File: config.mk
export PLATFORM = sky130hd
export DESIGN_NAME = zstep_unit
export DESIGN_NICKNAME = d
export VERILOG_FILES = /design/src/rtl/zstep_pkg.sv /design/src/rtl/zstep_mul.sv /design/src/rtl/zstep_addsub.sv /design/src/rtl/zstep_ctrl.sv /design/src/rtl/zstep_unit.sv
export SDC_FILE = /design/constraint.sdc
export NUM_CORES = 2
export LEC_CHECK = 0
export BUFFER_PORTS_ARGS = -buffer_cell sky130_fd_sc_hd__buf_2
export CELL_PAD_IN_SITES_DETAIL_PLACEMENT = 0
export CELL_PAD_IN_SITES_GLOBAL_PLACEMENT = 1
export CORE_ASPECT_RATIO = 1.2
export CORE_MARGIN = 3
export CORE_UTILIZATION = 45
export DETAILED_ROUTE_END_ITERATION = 8
export PLACE_DENSITY_LB_ADDON = 0.1
export SLEW_MARGIN = 20
export SYNTH_ARGS = -nofsm -noshare
export SYNTH_HDL_FRONTEND = slang
export SYNTH_HIERARCHICAL = 1
export SYNTH_SLANG_ARGS = --single-unit
File: constraint.sdc
create_clock -name clk -period 8 [get_ports clk]
set_input_delay 1.2 -clock clk [delete_from_list [all_inputs] [get_ports clk]]
set_output_delay 1.2 -clock clk [all_outputs]
set_load 0.01 [all_outputs]
File: src/rtl/zstep_pkg.sv
package zstep_pkg;

    localparam int ZW      = 16;
    localparam int FRAC    = 12;
    localparam int CNT_W   = 8;
    localparam int MUL_LAT = 4;
    localparam int ADD_LAT = 3;
    localparam int DBL_LAT = 1;
    localparam int INT_W   = ZW - FRAC;
    localparam int AW      = 2 * INT_W + FRAC + 1;

    // static schedule, derived from operator latencies
    localparam int S_MXX   = 0;
    localparam int S_MYY   = 1;
    localparam int S_MXY   = 2;
    localparam int S_CXX   = S_MXX + MUL_LAT;
    localparam int S_CYY   = S_MYY + MUL_LAT;
    localparam int S_CXY   = S_MXY + MUL_LAT;
    localparam int S_ADIFF = S_CYY + 1;
    localparam int S_DBL   = S_CXY + 1;
    localparam int S_AIMAG = S_DBL + DBL_LAT;
    localparam int S_CDIFF = S_ADIFF + ADD_LAT;
    localparam int S_AREAL = S_CDIFF + 1;
    localparam int S_CIMAG = S_AIMAG + ADD_LAT;
    localparam int S_MNY   = S_CIMAG + 1;
    localparam int S_CREAL = S_AREAL + ADD_LAT;
    localparam int S_MNX   = S_CREAL + 1;
    localparam int S_CNY   = S_MNY + MUL_LAT;
    localparam int S_CNX   = S_MNX + MUL_LAT;
    localparam int S_AMAG  = S_CNX + 1;
    localparam int S_LAST  = S_AMAG + ADD_LAT;
    localparam int STEP_W  = $clog2(S_LAST + 1);

    typedef logic signed [ZW-1:0] zval_t;
    typedef logic signed [AW-1:0] acc_t;

    typedef enum logic {CS_IDLE, CS_RUN} cstate_e;
    typedef enum logic [2:0] {MOP_XX, MOP_YY, MOP_XY, MOP_NX2, MOP_NY2} mul_op_e;
    typedef enum logic [1:0] {AOP_DIFF, AOP_IMAG, AOP_REAL, AOP_MAG} add_op_e;

    typedef struct packed {
        logic    mul_go;
        mul_op_e mul_op;
        logic    add_go;
        add_op_e add_op;
        logic    ld_xx;
        logic    ld_yy;
        logic    ld_xy;
        logic    ld_dbl;
        logic    ld_diff;
        logic    ld_ny;
        logic    ld_nx;
        logic    ld_nyy;
        logic    ld_nxx;
        logic    ld_out;
    } ctl_t;

    localparam acc_t MAG_LIMIT = acc_t'(4 <<< FRAC);

    function automatic acc_t widen(input zval_t v);
        return acc_t'(v);
    endfunction

    function automatic zval_t narrow(input acc_t v);
        return v[ZW-1:0];
    endfunction

    function automatic acc_t prod_trunc(input zval_t a, input zval_t b);
        logic signed [2*ZW-1:0] p;
        p = a * b;
        return acc_t'(p >>> FRAC);
    endfunction

endpackage

File: src/rtl/zstep_mul.sv
module zstep_mul
    import zstep_pkg::*;
#(
    parameter int LAT = MUL_LAT
) (
    input  logic  clk,
    input  logic  rst,
    input  logic  go_i,
    input  zval_t a_i,
    input  zval_t b_i,
    output acc_t  res_o,
    output logic  vld_o
);
    acc_t [LAT-1:0] pipe;
    logic [LAT-1:0] vld;

    always_ff @(posedge clk) begin
        pipe[0] <= prod_trunc(a_i, b_i);
        if (rst) vld[0] <= 1'b0;
        else     vld[0] <= go_i;
    end

    for (genvar i = 1; i < LAT; i++) begin : g_stage
        always_ff @(posedge clk) begin
            pipe[i] <= pipe[i-1];
            if (rst) vld[i] <= 1'b0;
            else     vld[i] <= vld[i-1];
        end
    end

    assign res_o = pipe[LAT-1];
    assign vld_o = vld[LAT-1];
endmodule

File: src/rtl/zstep_addsub.sv
module zstep_addsub
    import zstep_pkg::*;
#(
    parameter int LAT = ADD_LAT
) (
    input  logic clk,
    input  logic rst,
    input  logic go_i,
    input  logic sub_i,
    input  acc_t a_i,
    input  acc_t b_i,
    output acc_t res_o,
    output logic vld_o
);
    acc_t [LAT-1:0] pipe;
    logic [LAT-1:0] vld;

    always_ff @(posedge clk) begin
        pipe[0] <= sub_i ? (a_i - b_i) : (a_i + b_i);
        if (rst) vld[0] <= 1'b0;
        else     vld[0] <= go_i;
    end

    for (genvar i = 1; i < LAT; i++) begin : g_stage
        always_ff @(posedge clk) begin
            pipe[i] <= pipe[i-1];
            if (rst) vld[i] <= 1'b0;
            else     vld[i] <= vld[i-1];
        end
    end

    assign res_o = pipe[LAT-1];
    assign vld_o = vld[LAT-1];
endmodule

File: src/rtl/zstep_ctrl.sv
module zstep_ctrl
    import zstep_pkg::*;
(
    input  logic clk,
    input  logic rst,
    input  logic start_i,
    output logic accept_o,
    output ctl_t ctl_o
);
    cstate_e           state;
    logic [STEP_W-1:0] step;

    function automatic logic at(input logic [STEP_W-1:0] s, input int k);
        return s == STEP_W'(k);
    endfunction

    assign accept_o = (state == CS_IDLE) && start_i;

    always_ff @(posedge clk) begin
        if (rst) begin
            state <= CS_IDLE;
            step  <= '0;
        end else begin
            case (state)
                CS_IDLE: if (start_i) begin
                    state <= CS_RUN;
                    step  <= '0;
                end
                CS_RUN: if (at(step, S_LAST)) state <= CS_IDLE;
                        else                  step  <= step + 1'b1;
                default: state <= CS_IDLE;
            endcase
        end
    end

    always_comb begin
        ctl_o = '0;
        ctl_o.mul_op = MOP_XX;
        ctl_o.add_op = AOP_DIFF;
        if (state == CS_RUN) begin
            if (at(step, S_MXX)) begin ctl_o.mul_go = 1'b1; ctl_o.mul_op = MOP_XX;  end
            if (at(step, S_MYY)) begin ctl_o.mul_go = 1'b1; ctl_o.mul_op = MOP_YY;  end
            if (at(step, S_MXY)) begin ctl_o.mul_go = 1'b1; ctl_o.mul_op = MOP_XY;  end
            if (at(step, S_MNY)) begin ctl_o.mul_go = 1'b1; ctl_o.mul_op = MOP_NY2; end
            if (at(step, S_MNX)) begin ctl_o.mul_go = 1'b1; ctl_o.mul_op = MOP_NX2; end
            if (at(step, S_ADIFF)) begin ctl_o.add_go = 1'b1; ctl_o.add_op = AOP_DIFF; end
            if (at(step, S_AIMAG)) begin ctl_o.add_go = 1'b1; ctl_o.add_op = AOP_IMAG; end
            if (at(step, S_AREAL)) begin ctl_o.add_go = 1'b1; ctl_o.add_op = AOP_REAL; end
            if (at(step, S_AMAG))  begin ctl_o.add_go = 1'b1; ctl_o.add_op = AOP_MAG;  end
            ctl_o.ld_xx   = at(step, S_CXX);
            ctl_o.ld_yy   = at(step, S_CYY);
            ctl_o.ld_xy   = at(step, S_CXY);
            ctl_o.ld_dbl  = at(step, S_DBL);
            ctl_o.ld_diff = at(step, S_CDIFF);
            ctl_o.ld_ny   = at(step, S_CIMAG);
            ctl_o.ld_nx   = at(step, S_CREAL);
            ctl_o.ld_nyy  = at(step, S_CNY);
            ctl_o.ld_nxx  = at(step, S_CNX);
            ctl_o.ld_out  = at(step, S_LAST);
        end
    end

    // an accepted start begins the schedule at step zero
    p_start_accept_r6: assert property (@(posedge clk) disable iff (rst)
        (state == CS_IDLE && start_i) |=> (state == CS_RUN && step == '0));

    // a running schedule advances one step per cycle regardless of start
    p_run_advance_r7: assert property (@(posedge clk) disable iff (rst)
        (state == CS_RUN && !at(step, S_LAST)) |=> (state == CS_RUN && step == $past(step) + 1'b1));
endmodule

File: src/rtl/zstep_unit.sv
module zstep_unit
    import zstep_pkg::*;
(
    input  logic                    clk,
    input  logic                    rst,
    input  logic                    start_i,
    input  logic signed [ZW-1:0]    zx_i,
    input  logic signed [ZW-1:0]    zy_i,
    input  logic signed [ZW-1:0]    cx_i,
    input  logic signed [ZW-1:0]    cy_i,
    input  logic [CNT_W-1:0]        cnt_i,
    output logic signed [ZW-1:0]    zx_o,
    output logic signed [ZW-1:0]    zy_o,
    output logic                    bounded_o,
    output logic [CNT_W-1:0]        cnt_o,
    output logic                    done_o
);
    ctl_t  ctl;
    logic  accept;
    zval_t rx, ry, rcx, rcy, nx_q, ny_q;
    logic [CNT_W-1:0] rcnt;
    acc_t  xx_q, yy_q, xy_q, dbl_q, diff_q, nxx_q, nyy_q;
    zval_t mul_a, mul_b;
    acc_t  add_a, add_b, mul_res, add_res;
    logic  add_sub, mul_vld, add_vld;

    zstep_ctrl u_ctrl (
        .clk(clk), .rst(rst), .start_i(start_i), .accept_o(accept), .ctl_o(ctl)
    );

    always_comb begin
        case (ctl.mul_op)
            MOP_YY:  begin mul_a = ry;   mul_b = ry;   end
            MOP_XY:  begin mul_a = rx;   mul_b = ry;   end
            MOP_NX2: begin mul_a = nx_q; mul_b = nx_q; end
            MOP_NY2: begin mul_a = ny_q; mul_b = ny_q; end
            default: begin mul_a = rx;   mul_b = rx;   end
        endcase
    end

    always_comb begin
        add_sub = 1'b0;
        case (ctl.add_op)
            AOP_IMAG: begin add_a = dbl_q;  add_b = widen(rcy); end
            AOP_REAL: begin add_a = diff_q; add_b = widen(rcx); end
            AOP_MAG:  begin add_a = nxx_q;  add_b = nyy_q;      end
            default:  begin add_a = xx_q;   add_b = yy_q; add_sub = 1'b1; end
        endcase
    end

    zstep_mul #(.LAT(MUL_LAT)) u_mul (
        .clk(clk), .rst(rst), .go_i(ctl.mul_go), .a_i(mul_a), .b_i(mul_b),
        .res_o(mul_res), .vld_o(mul_vld)
    );

    zstep_addsub #(.LAT(ADD_LAT)) u_add (
        .clk(clk), .rst(rst), .go_i(ctl.add_go), .sub_i(add_sub),
        .a_i(add_a), .b_i(add_b), .res_o(add_res), .vld_o(add_vld)
    );

    always_ff @(posedge clk) begin
        if (rst) begin
            rx <= '0; ry <= '0; rcx <= '0; rcy <= '0; rcnt <= '0;
            xx_q <= '0; yy_q <= '0; xy_q <= '0; dbl_q <= '0; diff_q <= '0;
            nxx_q <= '0; nyy_q <= '0; nx_q <= '0; ny_q <= '0;
            zx_o <= '0; zy_o <= '0; bounded_o <= 1'b0; cnt_o <= '0; done_o <= 1'b0;
        end else begin
            if (accept) begin
                rx <= zx_i; ry <= zy_i; rcx <= cx_i; rcy <= cy_i; rcnt <= cnt_i;
            end
            if (ctl.ld_xx)   xx_q   <= mul_res;
            if (ctl.ld_yy)   yy_q   <= mul_res;
            if (ctl.ld_xy)   xy_q   <= mul_res;
            if (ctl.ld_dbl)  dbl_q  <= xy_q <<< 1;
            if (ctl.ld_diff) diff_q <= add_res;
            if (ctl.ld_ny)   ny_q   <= narrow(add_res);
            if (ctl.ld_nx)   nx_q   <= narrow(add_res);
            if (ctl.ld_nyy)  nyy_q  <= mul_res;
            if (ctl.ld_nxx)  nxx_q  <= mul_res;
            done_o <= ctl.ld_out;
            if (ctl.ld_out) begin
                zx_o      <= nx_q;
                zy_o      <= ny_q;
                bounded_o <= (add_res < MAG_LIMIT);
                cnt_o     <= rcnt + 1'b1;
            end
        end
    end

    // every product capture takes a valid multiplier result
    p_mul_capture_r2: assert property (@(posedge clk) disable iff (rst)
        (ctl.ld_xx || ctl.ld_yy || ctl.ld_xy || ctl.ld_nxx || ctl.ld_nyy) |-> mul_vld);

    // every sum capture and the final compare take a valid adder result
    p_add_capture_r3: assert property (@(posedge clk) disable iff (rst)
        (ctl.ld_diff || ctl.ld_nx || ctl.ld_ny || ctl.ld_out) |-> add_vld);

    // flag agrees with the results shown beside it
    p_bound_match_r4: assert property (@(posedge clk) disable iff (rst)
        done_o |-> (bounded_o == ((prod_trunc(zx_o, zx_o) + prod_trunc(zy_o, zy_o)) < MAG_LIMIT)));

    // count output is the sampled count plus one
    p_count_inc_r5: assert property (@(posedge clk) disable iff (rst)
        done_o |-> (cnt_o == CNT_W'(rcnt + 1'b1)));

    // done is a single-cycle pulse
    p_done_pulse_r6: assert property (@(posedge clk) disable iff (rst)
        done_o |=> !done_o);

    // results only move together with a done pulse
    p_hold_r8: assert property (@(posedge clk) disable iff (rst)
        !done_o |-> ($stable(zx_o) && $stable(zy_o) && $stable(bounded_o) && $stable(cnt_o)));
endmodule

=== Word level (Yosys, flattened, before mapping) ===
Index checks and enable logic that the tools add are counted.

* Input port bits: 75
* Output and inout port bits: 42
* Register bits: 436
* Logic and storage cells: 85

* Eq/ne operators: 26
* Mux-type cells: 20
* $add $sub $neg: 4
* Multiply operators: 1
* Reductions and logical operators: 4
* Bitwise logic cells: 1
* Magnitude comparators: 1

{| class="wikitable"
|+ Operators by type and width
! operator !! number
|-
| case mux 21 bit (3 select lines) || 2
|-
| case mux 16 bit (3 select lines) || 2
|-
| equality test 5 x 4 -> 1 bit, second input constant || 7
|-
| multiplier 16 x 16 -> 32 bit || 1
|-
| 2-to-1 mux 3 bit || 8
|-
| adder 21 bit || 1
|-
| < comparator 21 x 16 -> 1 bit, second input constant || 1
|-
| 2-to-1 mux 21 bit || 1
|-
| subtractor 21 bit || 1
|-
| equality test 5 x 3 -> 1 bit, second input constant || 4
|-
| equality test 5 bit, second input constant || 4
|-
| 2-to-1 mux 16 bit || 1
|-
| 2-to-1 mux 5 bit || 2
|-
| case mux 5 bit (2 select lines) || 1
|-
| adder 8 x 1 -> 8 bit, second input constant || 1
|-
| equality test 3 x 2 -> 1 bit, second input constant || 2
|-
| adder 5 x 1 -> 5 bit, second input constant || 1
|-
| equality test 5 x 1 -> 1 bit, second input constant || 1
|-
| equality test 5 x 2 -> 1 bit, second input constant || 1
|-
| equality test 2 bit, second input constant || 2
|-
| != test 2 bit, second input constant || 2
|-
| equality test 3 x 1 -> 1 bit, second input constant || 1
|-
| equality test 3 bit, second input constant || 1
|-
| OR reduction 3 bit || 1
|-
| 7 further kinds || 8
|}

=== Logic depth before layout (Yosys ltp) ===
* Depth in word-level cells: 10
* Gate-level depth with buffers: 34
* Depth with buffers taken out: 30

=== Modules after synthesis ===
Netlist, hierarchy kept.

{| class="wikitable"
|+ By module, submodules not included
! module !! times used !! area each (um^2) !! seq. area each (um^2) !! cells an instance
|-
| zstep_unit || 1 || 11865.1 || 5825.6 || 1080
|-
| zstep_mul || 1 || 11372.2 || 1681.6 || 1140
|-
| zstep_addsub || 1 || 2922.8 || 1321.3 || 300
|-
| zstep_ctrl || 1 || 609.3 || 120.1 || 80
|}

=== Least setup slack after synthesis ===
No wires, ideal clock.

* Path type: reg2reg
* From: register u_ctrl.step[0]
* To: register u_mul/pipe[4] (netlist name)
* Arrival time: 7785 ps
* Cell stages (with the launch flop): 29
* Path buffers: 3
* Data required time: 7928 ps
* Setup time: 72 ps
* Path slack: 142 ps
* Period minus slack after synthesis: 7858 ps
* Cells stage by stage: dfxtp_1 inv_1 ha_1 clkbuf_1 nor4bb_1 nor3b_4 buf_4 a22o_1 a221o_1 clkbuf_1 nand2_1 fa_1 fa_1 fa_1 fa_1 inv_1 fa_1 inv_1 fa_1 inv_1 ha_1 and3_1 and3_1 a32o_1 o21a_1 o21a_1 o21a_1 nor2_1 xnor2_1

{| class="wikitable"
|+ RTL lines
! what !! line !! source
|-
| from (decl) || zstep_ctrl.sv:11 || <nowiki>logic [STEP_W-1:0] step;</nowiki>
|-
| from (signal assigned) || zstep_ctrl.sv:30 || <nowiki>else step <= step + 1'b1;</nowiki>
|-
| to (decl) || zstep_mul.sv:14 || <nowiki>acc_t [LAT-1:0] pipe;</nowiki>
|}

==> results.ini <==
[placed_design]
place_worst_setup_slack_ns=-0.0715
place.gp.congestion=0.859
port_buffers=116
dp_hpwl_um=53300

[clocking]
cts_num_sinks=440
htree_levels=2
cts-buffers-inserted=42
cts-root-buf=clkbuf_16
tritoncts=built
hold_buffers=0
clkTransAtPathRegs_ns=0.07
clockBufferDepth=3
clock_latency_ns=0.55

[run_status]
status=completed

[finish]
multi_input_area_sq_um=15900
seqCellArea_sq_um=8820
syn_to_final_growth_pct=12.3
drive_gt1_share_pct=14.8
n_fill_cell=5286
nets=3105

[global_route]
grt_max_degree=147
grtUsageTotal_pct=22.9
grt_pass1_vias=19100
antenna_found_initial=6
grt_pass1_wl_um=109000
grt-ovfl-total=0

[job]
drv_cap=0

[timing]
fin_crit_sh_pct=96.1
hold_violations=0
setup_ws_ns=0.314
slew_headroom_pct=27.5
drv_slew=0
clock.fmax_mhz=130
worstMarginPinSlew_ns=1.09
fin_worst_skew_ns=0.0239
min_period_ns=7.69
setup_violations=0

[drt]
drt_iter0_drc=967
wl_per_cell_um=20.0
viasPerCell=5.17
ant_nets=0
routed-via-count=18000
drc=0
wl_um=69600
drtPass1Iterations=6

[floorplan]
die_w_um=228
rows=96
start_util_pct=45.9
core_area_sq_um=57800
die_h_um=272
ioPinCount=117
die_area_sq_um=61900

[yosys]
ys_warn_count=6
synthCells=2577
avgSynthCellArea_sq_um=10.3
syn_nets=3019
syn_area_sq_um=26500

[pwr]
power_density_nw_per_um2=185
seqPwrFrac_pct=46.5
switching_share_pct=27.0
p_sw_mw=1.49
pwr-share-comb_pct=14.6
ir_drop_mv=0.128
total_power_mw=5.50
total_leakage_power_nw=12.9
p_clk_share_pct=38.9
p_int_mw=4.02

[worst_setup_path]
timing.setup.critical_path_class=flip-flop to flip-flop
cpPeakStageDelay_ns=0.55
cp.arrival_ns=8.13
cp-start-kind=flip-flop
cpMostUsedCell=fa_1
cp_data_required_time_ns=8.44
critPathSlowestCell=fa_1
crit_path_max_fanout=7
cp-end-kind=flip-flop
ff2ff_path_depth=34

[hold_path]
min_path_cells=0
min_path_type=flip-flop to flip-flop

## through the flow
| stage | utilization [%] | std cells | hold slack, ns | setup TNS, ns | area, sq um |
|---|---|---|---|---|---|
| finish | 51.5 | 3483 | 0.318 | 0 | 29800 |
| detailed placement | 48.2 | 3385 | 0.312 | -0.175 | 27900 |
| global route | 51.5 | 3480 | 0.328 | -0.00307 | 29800 |
| global placement | 48.2 | 3385 | 0.312 | 0 | 27900 |
| CTS | 50.9 | 3462 | 0.317 | 0 | 29400 |
| floorplan | - | 2577 | 0.310 | 0 | 26500 |
## repair_timing
action                                  4_1_cts  5_1_grt
endpoints found under the hold margin         0        0
resized for setup                             1       48
cloned                                        0        1
endpoints found under the setup margin        4       14
pin swaps                                     0       18
setup buffers                                 0       17
## worst paths after layout
| kind | end | startpoint | slack, ns |
|---|---|---|---|
| max | u_mul/pipe[15]$_DFF_P_ | u_ctrl/step[0]$_SDFFE_PP0P_ | 0.31 |
| min | u_add/pipe[28]$_DFF_P_ | u_add/pipe[7]$_DFF_P_ | 0.32 |
| max reg2reg | u_mul/pipe[15]$_DFF_P_ | u_ctrl/step[0]$_SDFFE_PP0P_ | 0.31 |
| min reg2reg | u_add/pipe[28]$_DFF_P_ | u_add/pipe[7]$_DFF_P_ | 0.32 |
## metal layers
layer  track usage (%)  up-vias  share of wire (%)
met5                 0        -              0.039
met2              42.2      319                 53
met1              28.3     9102                 41
met3              2.36      122                3.2
met4              6.43        4                2.8
li1                  -     8461                  -
## sequential cells by signal, summed over array words and instances (netlist names), 20 cells and up
| register | cells |
|---|---|
| xy_q | 20 |
| u_mul/pipe | 60 |
| nxx_q | 21 |
| diff_q | 21 |
| xx_q | 21 |
| u_add/pipe | 42 |
| u_mul/res_o | 20 |
| nyy_q | 21 |
| u_add/res_o | 21 |
| yy_q | 21 |
| dbl_q | 20 |
## power by group through the flow
stage | clock network, mW | registers (mW) | logic, mW
floorplan | 0 | 2.48 | 0.635
global placement | 0 | 2.61 | 0.769
detailed placement | 0 | 2.61 | 0.780
CTS | 2.20 | 2.56 | 0.783
global route | 2.29 | 2.58 | 0.914
finish | 2.14 | 2.56 | 0.805
## area by class of cell
type,count,area share [%]
antenna,3,0.0252
clock buffer,58,4.14
clock inverter,19,0.941
inverter,313,3.95
multi-input combinational,1653,53.3
sequential,440,29.6
tap,784,3.29
timing repair buffer,213,4.77
## critical path, delay by kind of cell, from the launching register on
family / cells / cell delay [ns]
fa+ha+maj: 8 / 3.54
compound gates: 9 / 1.71
buf+inv: 11 / 1.21
simple gates: 5 / 0.62
flops: 1 / 0.37
xor+xnor: 1 / 0.12
## placed cells by master, fill, tap and decap left out, types with 6 or more instances in the layout
cell type / instances
a21oi_1: 30
a221o_1: 19
dfxtp_1: 438
nor4_1: 6
a21o_1: 7
xnor2_1: 53
fa_1: 256
buf_2: 116
a31oi_1: 9
mux4_2: 41
xor2_1: 17
mux2i_1: 285
buf_4: 88
a211oi_1: 7
buf_12: 7
nor3_1: 16
clkbuf_16: 44
o21ai_0: 15
clkbuf_8: 10
and2_1: 125
nand2b_1: 13
o21a_1: 7
fa_2: 6
bufinv_16: 6
nand4_1: 6
a22o_1: 16
o21ai_1: 6
nor2_1: 351
inv_1: 312
nand2_1: 136
ha_4: 7
ha_1: 97
nand3_1: 14
and3_1: 9
a221o_2: 15
Note: power is estimated with default switching activity, not from simulation.
